<file path="config.mk">
export PLATFORM = sky130hd
export DESIGN_NAME = rtc_alarm_match
export DESIGN_NICKNAME = d
export VERILOG_FILES = /design/src/rtl/alarm_pkg.sv /design/src/rtl/alarm_regs.sv /design/src/rtl/alarm_cmp.sv /design/src/rtl/alarm_pulse.sv /design/src/rtl/rtc_alarm_match.sv
export SDC_FILE = /design/constraint.sdc
export NUM_CORES = 1
export LEC_CHECK = 0
export CELL_PAD_IN_SITES_DETAIL_PLACEMENT = 1
export CELL_PAD_IN_SITES_GLOBAL_PLACEMENT = 1
export CORE_UTILIZATION = 40
export DETAILED_ROUTE_END_ITERATION = 7
export PLACE_DENSITY_LB_ADDON = 0.2
export SLEW_MARGIN = 40
export SYNTH_ARGS = -nofsm -noshare
export SYNTH_HDL_FRONTEND = slang
export SYNTH_SLANG_ARGS = --single-unit
export TNS_END_PERCENT = 50
</file>
<file path="constraint.sdc">
create_clock -name clk_i -period 1.5 [get_ports clk_i]
set_input_delay 0.225 -clock clk_i [delete_from_list [all_inputs] [get_ports clk_i]]
set_output_delay 0.225 -clock clk_i [all_outputs]
set_load 0.01 [all_outputs]
</file>
<file path="src/rtl/alarm_pkg.sv">
package alarm_pkg;
  localparam int unsigned ADDR_W = 3;
  localparam int unsigned DATA_W = 8;

  localparam logic [ADDR_W-1:0] A_SEC  = 3'd0;
  localparam logic [ADDR_W-1:0] A_MIN  = 3'd1;
  localparam logic [ADDR_W-1:0] A_HOUR = 3'd2;
  localparam logic [ADDR_W-1:0] A_DATE = 3'd3;
  localparam logic [ADDR_W-1:0] A_CTRL = 3'd4;

  typedef struct packed {
    logic [DATA_W-1:0] date;
    logic [DATA_W-1:0] hour;
    logic [DATA_W-1:0] min;
    logic [DATA_W-1:0] sec;
  } alarm_set_t;

  // two BCD digits to binary, wide enough for non-decimal digit codes
  function automatic logic [7:0] bcd_to_bin(input logic [3:0] hi, input logic [3:0] lo);
    return ({4'b0, hi} * 8'd10) + {4'b0, lo};
  endfunction
endpackage

</file>
<file path="src/rtl/alarm_regs.sv">
module alarm_regs
  import alarm_pkg::*;
(
  input  logic              clk_i,
  input  logic              rst_ni,
  input  logic              we_i,
  input  logic [ADDR_W-1:0] addr_i,
  input  logic [DATA_W-1:0] wdata_i,
  output logic [DATA_W-1:0] rdata_o,
  output alarm_set_t        alarm_o,
  output logic              en_o
);
  alarm_set_t alarm_q;
  logic       en_q;
  logic       sec_ok, min_ok, hour_ok, date_ok;

  always_comb begin
    sec_ok  = bcd_to_bin({1'b0, wdata_i[6:4]}, wdata_i[3:0]) <= 8'd59;
    min_ok  = sec_ok;
    hour_ok = bcd_to_bin({2'b0, wdata_i[5:4]}, wdata_i[3:0]) <= 8'd23;
    date_ok = bcd_to_bin({3'b0, wdata_i[4]}, wdata_i[3:0]) != 8'd0;
  end

  always_ff @(posedge clk_i or negedge rst_ni) begin
    if (!rst_ni) begin
      alarm_q.sec  <= 8'h00;
      alarm_q.min  <= 8'h00;
      alarm_q.hour <= 8'h00;
      alarm_q.date <= 8'h01;
      en_q         <= 1'b0;
    end else if (we_i) begin
      unique case (addr_i)
        A_SEC:   if (sec_ok)  alarm_q.sec  <= wdata_i;
        A_MIN:   if (min_ok)  alarm_q.min  <= wdata_i;
        A_HOUR:  if (hour_ok) alarm_q.hour <= wdata_i;
        A_DATE:  if (date_ok) alarm_q.date <= wdata_i;
        A_CTRL:  en_q <= wdata_i[0];
        default: ;
      endcase
    end
  end

  always_comb begin
    unique case (addr_i)
      A_SEC:   rdata_o = alarm_q.sec;
      A_MIN:   rdata_o = alarm_q.min;
      A_HOUR:  rdata_o = alarm_q.hour;
      A_DATE:  rdata_o = alarm_q.date;
      A_CTRL:  rdata_o = {{(DATA_W-1){1'b0}}, en_q};
      default: rdata_o = '0;
    endcase
  end

  assign alarm_o = alarm_q;
  assign en_o    = en_q;

  AST_SEC_REJECT: assert property (@(posedge clk_i) disable iff (!rst_ni)
    (we_i && addr_i == A_SEC && !sec_ok) |=> $stable(alarm_q.sec));
  AST_HOUR_REJECT: assert property (@(posedge clk_i) disable iff (!rst_ni)
    (we_i && addr_i == A_HOUR && !hour_ok) |=> $stable(alarm_q.hour));
  AST_DATE_REJECT: assert property (@(posedge clk_i) disable iff (!rst_ni)
    (we_i && addr_i == A_DATE && !date_ok) |=> $stable(alarm_q.date));
endmodule

</file>
<file path="src/rtl/alarm_cmp.sv">
module alarm_cmp
  import alarm_pkg::*;
#(
  parameter int unsigned SEC_W  = 7,
  parameter int unsigned MIN_W  = 7,
  parameter int unsigned HOUR_W = 6,
  parameter int unsigned DATE_W = 6
) (
  input  alarm_set_t        alarm_i,
  input  logic [SEC_W-1:0]  now_sec_i,
  input  logic [MIN_W-1:0]  now_min_i,
  input  logic [HOUR_W-1:0] now_hour_i,
  input  logic [DATE_W-1:0] now_date_i,
  output logic [3:0]        mask_o,
  output logic              hit_o
);
  localparam int unsigned MSB = DATA_W - 1;

  logic sec_eq, min_eq, hour_eq, date_eq;

  assign sec_eq  = alarm_i.sec[SEC_W-1:0]   == now_sec_i;
  assign min_eq  = alarm_i.min[MIN_W-1:0]   == now_min_i;
  assign hour_eq = alarm_i.hour[HOUR_W-1:0] == now_hour_i;
  assign date_eq = alarm_i.date[DATE_W-1:0] == now_date_i;

  // {date, hour, min, sec} mask bits
  assign mask_o = {alarm_i.date[MSB], alarm_i.hour[MSB], alarm_i.min[MSB], alarm_i.sec[MSB]};

  always_comb begin
    unique case (mask_o)
      4'b0000: hit_o = date_eq & hour_eq & min_eq & sec_eq;
      4'b1000: hit_o = hour_eq & min_eq & sec_eq;
      4'b1100: hit_o = min_eq & sec_eq;
      4'b1110: hit_o = sec_eq;
      default: hit_o = 1'b1;
    endcase
  end
endmodule

</file>
<file path="src/rtl/alarm_pulse.sv">
module alarm_pulse (
  input  logic clk_i,
  input  logic rst_ni,
  input  logic tick_i,
  input  logic hit_i,
  input  logic en_i,
  output logic irq_o
);
  logic tick_q, irq_q;

  always_ff @(posedge clk_i or negedge rst_ni) begin
    if (!rst_ni) begin
      tick_q <= 1'b0;
      irq_q  <= 1'b0;
    end else begin
      tick_q <= tick_i;
      irq_q  <= tick_i & ~tick_q & hit_i & en_i;
    end
  end

  assign irq_o = irq_q;

  AST_IRQ_SINGLE: assert property (@(posedge clk_i) disable iff (!rst_ni)
    irq_o |=> !irq_o);
  AST_IRQ_AFTER_TICK: assert property (@(posedge clk_i) disable iff (!rst_ni)
    $rose(irq_o) |-> $past(tick_i));
  AST_IRQ_ENABLED: assert property (@(posedge clk_i) disable iff (!rst_ni)
    $rose(irq_o) |-> $past(en_i));
endmodule

</file>
<file path="src/rtl/rtc_alarm_match.sv">
module rtc_alarm_match
  import alarm_pkg::*;
(
  input  logic       clk_i,
  input  logic       rst_ni,
  input  logic       reg_we_i,
  input  logic [2:0] reg_addr_i,
  input  logic [7:0] reg_wdata_i,
  output logic [7:0] reg_rdata_o,
  input  logic       tick_i,
  input  logic [6:0] now_sec_i,
  input  logic [6:0] now_min_i,
  input  logic [5:0] now_hour_i,
  input  logic [5:0] now_date_i,
  output logic       alarm_irq_o
);
  alarm_set_t alarm;
  logic       en, hit;
  logic [3:0] mask;

  alarm_regs u_regs (
    .clk_i   (clk_i),
    .rst_ni  (rst_ni),
    .we_i    (reg_we_i),
    .addr_i  (reg_addr_i),
    .wdata_i (reg_wdata_i),
    .rdata_o (reg_rdata_o),
    .alarm_o (alarm),
    .en_o    (en)
  );

  alarm_cmp #(.SEC_W(7), .MIN_W(7), .HOUR_W(6), .DATE_W(6)) u_cmp (
    .alarm_i    (alarm),
    .now_sec_i  (now_sec_i),
    .now_min_i  (now_min_i),
    .now_hour_i (now_hour_i),
    .now_date_i (now_date_i),
    .mask_o     (mask),
    .hit_o      (hit)
  );

  alarm_pulse u_pulse (
    .clk_i  (clk_i),
    .rst_ni (rst_ni),
    .tick_i (tick_i),
    .hit_i  (hit),
    .en_i   (en),
    .irq_o  (alarm_irq_o)
  );

  AST_FREE_RUN: assert property (@(posedge clk_i) disable iff (!rst_ni)
    !(mask inside {4'b0000, 4'b1000, 4'b1100, 4'b1110}) |-> hit);
endmodule

</file>
==> metrics.csv, run 1 <==
stage;metric;value;unit
run_status;run status;finished, violations left;
run_status;violations in the final reports;negative setup slack;
synth;Yosys Warn Count;0;
placed_design;cell area after placement;3346;sq um
sta;highest clock frequency the design can meet;493.9;MHz
cts;CTS Buf Count;5;
worst_setup_path;required time reported for the critical path endpoint;1690;ps
floorplan;Std-Cell Core Area;5270;sq um
finish;leading cell types in the layout, fill and taps excluded;58 x buf_4, 34 x dfrtp_1, 32 x clkdlybuf4s50_1, 23 x mux2_4, 17 x xor2_1;
power_and_ir_drop;Cell Pwr Density;1178;nW/um^2
detailed_routing;number of remaining DRC errors;0;
detailed_routing;DR pass1 iterations;4;
worst_setup_path;arrival time of data at the critical path endpoint;2210;ps
sta;worst-case hold slack;276.4;ps
power_and_ir_drop;static leakage;1.706;nW
finish;leading cell type in the layout, fill and taps excluded;buf_4;
floorplan;die height;77.10;um
worst_setup_path;peak fanout along the critical path;8;
detailed_routing;Detailed Route WL;10770;um
placed_design;worst slack, placed;-1339;ps
synth;flop and latch count out of synthesis;35;
cts;post-CTS clock slew at the launch and capture registers of the worst setup and hold paths;90;ps
finish;fin util;71.87;%
detailed_routing;met3 layer wire length in the routed design;724;um
placed_design;number of I/O port buffers;49;
sta;worst path setup slack after routing;-524.6;ps
cts;clock latency of the later-clocked register in the worst-skew pair;310;ps
finish;non-filler instance count after layout;378;
sta;Setup TNS;-14320;ps
floorplan;number of ports placed on the die boundary;50;
power_and_ir_drop;total power after layout;4.460;mW
worst_setup_path;class of the most critical setup path;in -> reg;
cts;clock tree root buffer cell;clkbuf_8;
finish;area grow syn2layout;67.89;%
synth;Seq/Total Area, Yosys;38.88;%
floorplan;std cell rows;26;
synth;post-synthesis instance total;185;
detailed_routing;Avg Vias per Cell;5.974;
worst_setup_path;kind of cell with the highest combined delay on the critical path;compound AO/OA/AOI/OAI gates;
cts;clock buffer depth;2;
floorplan;Die Footprint;5944;sq um
global_routing;wire length of the first global-routing pass;15010;um
sta;Final Setup Violations;42;
job;Max-cap violations;0;
sta;unrepaired setup endpoints after global routing;true;
detailed_routing;mean routed wirelength per cell;28.49;um
synth;Synth async-reset ratio;100.0;%
min_path;Min-Delay Path Class;in -> async;
synth;prevailing post-synth register cell;dfrtp_1;
finish;number of fill cells in the layout;511;
cts;clock tree from TritonCTS;built;
global_routing;GRT Util Overall;34.84;%
cts;total number of H-tree levels;2;
placed_design;count of placed standard cells including taps;360;
sta;measured slew at the worst slew-check pin;392.6;ps
sta;tightest slew margin relative to the limit;73.83;%
worst_setup_path;CP cell instances;buf_8 -> ha_4 -> fa_2 -> xor2_2 -> o211ai_1 -> a32o_2 -> a21o_1 -> buf_12 -> mux2_4;
worst_setup_path;CP Buf/Inv Count;2;
power_and_ir_drop;worst vdd rail ir drop;872.5;uV
detailed_routing;number of vias after detailed routing;2258;
finish;antenna diode instance count;0;
detailed_routing;detailed-routed wire length on met2;5512;um
global_routing;antenna violations before repair;0;
global_routing;largest net degree at the start of global routing;36;
finish;design area;3787;sq um
finish;number of nets in the layout;357;
sta;Final Cycle Share;135.0;%
sta;Slew Limit Fails;0;
synth;Syn Nets;235;
sta;post-layout minimum cycle time;2025;ps
sta;clock skew after layout;12.46;ps
placed_design;post-DP HPWL;5801;um
detailed_routing;Final ANT Viol Nets;0;
worst_setup_path;delay of the slowest critical-path stage;410;ps
detailed_routing;violation count after the first detailed-routing iteration;85;
synth;count of flip-flops with a built-in enable after synthesis;0;
global_routing;total gr overflow;0;
detailed_routing;top routing layer in use;met4;
floorplan;initial core utilization;42.81;%
worst_setup_path;slowest library cell on the worst path;fa_2;
global_routing;number of global-route vias before repair;2560;
worst_setup_path;category of the worst setup path capture point;flip-flop;
cts;hold buffer count at cts;0;
floorplan;horizontal die dimension;77.10;um
placed_design;Final Wtd Congestion;0.8625;
worst_setup_path;startpoint type of the worst setup path;primary input;
synth;per-instance average area after synthesis;12.19;sq um
finish;fraction of final layout cells sized beyond drive strength 1;55.52;%
synth;number of different library cells in the post-synthesis netlist;39;
synth;mapped cell area;2256;sq um
sta;Fin. Hold Viols;0;
cts;TritonCTS sink count;35;
detailed_routing;post-route met1 wirelength;3952;um
[state kept, by name, summed over array words and instances (netlist names)]
signal          cells
u_pulse.irq_o       1
u_pulse.tick_q      1
u_regs.alarm_o     32
u_regs.en_o         1
[synthesized netlist by cell type, types with 2 or more instances]
cell type	n	area, sq um
dfrtp_1	34	850.8
mux2_2	25	281.5
xor2_1	19	166.4
ha_1	8	100.1
mux2_4	8	120.1
xnor2_1	8	70.07
and2_1	7	43.79
mux4_2	7	157.7
nor4_1	7	43.79
inv_1	5	18.77
nand2_1	5	18.77
nor2_1	5	18.77
o21ai_0	5	25.02
nand3_1	4	20.02
a21oi_1	3	15.01
nor3_1	3	15.01
o22ai_1	3	18.77
a21o_1	2	15.01
a31oi_1	2	12.51
buf_2	2	10.01
buf_4	2	15.01
mux2i_1	2	20.02
nand4_1	2	12.51
nor2b_1	2	12.51
[path summary, 6_finish.rpt]
check	slack (ps)	depth (start not counted)	end	start
worst max-delay path	-520	9	u_regs.alarm_o[13]	reg_wdata_i[1]
worst min-delay path	280	2	u_regs.alarm_o[23]	rst_ni
worst max register to register	-130	6	u_pulse.irq_o	u_regs.alarm_o[5]
worst min register to register	540	1	u_regs.alarm_o[22]	u_regs.alarm_o[22]
max in group asynchronous	940	2	u_regs.alarm_o[24]	rst_ni
min in group clk_i	330	3	u_regs.alarm_o[29]	reg_wdata_i[5]
[report_power, final]
| part | switching, mW | total, mW | internal (mW) |
|---|---|---|---|
| Combinational | 0.967 | 2.25 | 1.28 |
| Clock | 0.427 | 0.753 | 0.326 |
| Sequential | 0.229 | 1.46 | 1.23 |
| Total | 1.62 | 4.46 | 2.84 |
[cell type report]
| cell class | count | area [sq um] | area share, % |
|---|---|---|---|
| Clock buffer | 6 | 72.57 | 1.916 |
| Clock inverter | 2 | 12.51 | 0.3304 |
| Inverter | 5 | 18.77 | 0.4955 |
| Multi-Input combinational cell | 140 | 1607 | 42.42 |
| Sequential cell | 35 | 877.1 | 23.16 |
| Tap cell | 70 | 87.58 | 2.313 |
| Timing Repair Buffer | 120 | 1112 | 29.37 |
[metal layers]
layer / vias to the layer above / global-route usage (%)
met5: - / 0
met4: 0 / 17.17
met3: 52 / 7.381
met2: 143 / 61.07
met1: 1141 / 40.03
li1: 922 / -
[cell families (layout without fill, tap and decap cells)]
| family | after synthesis | after routing | share of synthesized area, % |
|---|---|---|---|
| compound gates | 22 | 22 | 7.265 |
| fa+ha+maj | 9 | 9 | 5.325 |
| mux | 42 | 42 | 25.68 |
| xor+xnor | 27 | 27 | 10.48 |
| flops | 35 | 35 | 38.88 |
| simple gates | 40 | 40 | 9.928 |
| buf+inv | 10 | 133 | 2.440 |
[repair_timing]
action                                  4_1_cts  5_1_grt
hold endpoints to repair                      0        0
pin swaps                                    27       10
gates resized for setup                     116       17
endpoints found under the setup margin       42       42
buffers inserted                              9        2
Power figures use the tool's default switching activity.
==> inputs of run 2 (changes only) <==
--- a/config.mk
+++ b/config.mk
@@ -10,6 +10,7 @@
 export CORE_UTILIZATION = 40
 export DETAILED_ROUTE_END_ITERATION = 7
 export PLACE_DENSITY_LB_ADDON = 0.2
+export REMOVE_ABC_BUFFERS = 1
 export SLEW_MARGIN = 40
 export SYNTH_ARGS = -nofsm -noshare
 export SYNTH_HDL_FRONTEND = slang
==> run 2 against run 1 <==
Against the previous run: the flow still finishes with violations (negative setup slack); critical path depth shrank 1; largest cell class unchanged; count of clock-buffer cells in the layout grew 1; worst setup slack gained 41 ps; sequential share of layout area grew 0.78 points; routed wire length shrank 10%; via count shrank 6.2%.
==> metrics.csv, run 2 (synthesis results as in run 1) <==
stage;metric;value;unit
finish;fin util;69.52;%
min_path;worst hold path cell count;2;
cts;clock latency of the later-clocked register in the worst-skew pair;300;ps
worst_setup_path;setup slack on the worst flop-to-flop path;-240;ps
finish;leading cell types in the layout, fill and taps excluded;57 x buf_4, 34 x dfrtp_1, 32 x clkdlybuf4s50_1, 25 x mux2_4, 18 x xor2_1;
floorplan;die height;77.10;um
run_status;violations in the final reports;negative setup slack;
global_routing;largest net degree at the start of global routing;36;
placed_design;worst slack, placed;-1480;ps
finish;leading cell type in the layout, fill and taps excluded;buf_4;
cts;clock buffer depth;2;
floorplan;Die Footprint;5944;sq um
sta;worst-case hold slack;249.2;ps
worst_setup_path;arrival time of data at the critical path endpoint;2160;ps
floorplan;horizontal die dimension;77.10;um
min_path;hold endpoint;u_regs.alarm_o[30];
floorplan;std cell rows;26;
finish;area grow syn2layout;62.40;%
detailed_routing;Avg Vias per Cell;5.706;
detailed_routing;number of remaining DRC errors;0;
cts;clock tree root buffer cell;clkbuf_8;
finish;fraction of final layout cells sized beyond drive strength 1;52.16;%
job;Max-cap violations;0;
worst_setup_path;peak fanout along the critical path;5;
worst_setup_path;delay of the slowest critical-path stage;550;ps
sta;Slew Limit Fails;0;
cts;total number of H-tree levels;2;
worst_setup_path;CP cell instances;buf_12 -> ha_4 -> fa_2 -> o211ai_1 -> a32o_2 -> a21oi_4 -> buf_6 -> mux2_4;
global_routing;wire length of the first global-routing pass;13570;um
worst_setup_path;Worst R2R Path Depth;6;
worst_setup_path;required time reported for the critical path endpoint;1670;ps
worst_setup_path;destination of the worst register-to-register timing path;u_pulse.irq_o;
sta;clock skew after layout;9.924;ps
worst_setup_path;category of the worst setup path capture point;flip-flop;
placed_design;post-DP HPWL;6088;um
run_status;run status;finished, violations left;
detailed_routing;Detailed Route WL;9660;um
cts;CTS Buf Count;5;
finish;number of nets in the layout;350;
worst_setup_path;class of the most critical setup path;in -> reg;
sta;Final Cycle Share;132.2;%
cts;TritonCTS sink count;35;
cts;clock tree from TritonCTS;built;
finish;max FFs per register;32;
sta;worst path setup slack after routing;-483.5;ps
worst_setup_path;slowest library cell on the worst path;fa_2;
cts;hold buffer count at cts;0;
sta;Fin. Hold Viols;0;
floorplan;initial core utilization;42.81;%
placed_design;Final Wtd Congestion;0.8348;
finish;non-filler instance count after layout;371;
sta;measured slew at the worst slew-check pin;449.8;ps
cts;post-CTS clock slew at the launch and capture registers of the worst setup and hold paths;70;ps
detailed_routing;Final ANT Viol Nets;0;
sta;Final Setup Violations;41;
sta;post-layout minimum cycle time;1984;ps
placed_design;count of placed standard cells including taps;354;
power_and_ir_drop;static leakage;1.652;nW
power_and_ir_drop;Cell Pwr Density;1191;nW/um^2
detailed_routing;number of vias after detailed routing;2117;
min_path;critical hold path startpoint;reg_wdata_i[6];
detailed_routing;violation count after the first detailed-routing iteration;162;
placed_design;number of I/O port buffers;49;
sta;unrepaired setup endpoints after global routing;true;
detailed_routing;DR pass1 iterations;4;
floorplan;Std-Cell Core Area;5270;sq um
global_routing;antenna violations before repair;0;
sta;tightest slew margin relative to the limit;70.01;%
sta;highest clock frequency the design can meet;504.1;MHz
power_and_ir_drop;total power after layout;4.362;mW
finish;antenna diode instance count;0;
worst_setup_path;source of the worst register-to-register timing path;u_regs.alarm_o[15];
floorplan;number of ports placed on the die boundary;50;
detailed_routing;mean routed wirelength per cell;26.04;um
global_routing;GRT Util Overall;31.29;%
min_path;Min-Delay Path Class;in -> reg;
power_and_ir_drop;worst vdd rail ir drop;654.3;uV
global_routing;total gr overflow;0;
global_routing;number of global-route vias before repair;2405;
worst_setup_path;startpoint type of the worst setup path;primary input;
==> run 2: stage by stage <==
step                      setup TNS, ps  instance area, sq um
after floorplan                  -15090                  2220
after global placement           -43450                  3223
after detailed placement         -46920                  3223
after CTS                        -15260                  3472
after global routing             -14050                  3664
final                            -12950                  3664
==> run 2: where the power goes <==
| part | internal, mW | switching (mW) |
|---|---|---|
| Sequential | 1.23 | 0.203 |
| Clock | 0.371 | 0.365 |
| Combinational | 1.28 | 0.916 |
| Total | 2.88 | 1.48 |
==> run 2: worst max path at each step <==
| stage | endpoint | slack (ps) | start | cells after the start |
|---|---|---|---|---|
| 2_1_floorplan | u_regs.alarm_o[10] | -710 | reg_wdata_i[1] | 7 |
| 3_3_place_gp | u_regs.alarm_o[10] | -1340 | reg_wdata_i[6] | 8 |
| 3_5_place_dp | u_regs.alarm_o[15] | -1480 | reg_wdata_i[6] | 9 |
| 4_1_cts | u_regs.alarm_o[10] | -470 | reg_wdata_i[4] | 9 |
| 5_1_grt | u_regs.alarm_o[4] | -480 | reg_wdata_i[4] | 9 |
| 6_report | u_regs.alarm_o[4] | -480 | reg_wdata_i[4] | 8 |
==> run 2: worst max-delay path: cells and delay by family <==
kind | cells | cell delay (ps)
multiplexers | 1 | 310
AO/OA/AOI/OAI | 3 | 630
adder cells (fa/ha/maj) | 2 | 720
buffers and inverters | 2 | 280
==> run 2: final cells by class <==
cell class	count	area [sq um]
well taps	70	87.58
repair buffers	113	1013
clock inverters	1	5.005
fillers	525	1607
clock buffers	7	86.33
inverters	5	18.77
multi-input cells	140	1575
flip-flops and latches	35	877.1
==> run 2: repair_timing <==
item                                    CTS  global route
endpoints found under the hold margin     0             0
resized for setup                       100            31
buffers inserted                          4             6
pin swaps                                20            13
endpoints found under the setup margin   42            42
==> run 2: metal layers <==
metal	GRT usage (%)	vias to the layer above	part of all wire [%]
met5	0	-	0
met4	14.53	0	3.7
met3	4.762	29	2.9
met2	55.09	68	52
met1	37.28	1109	41
li1	-	911	-
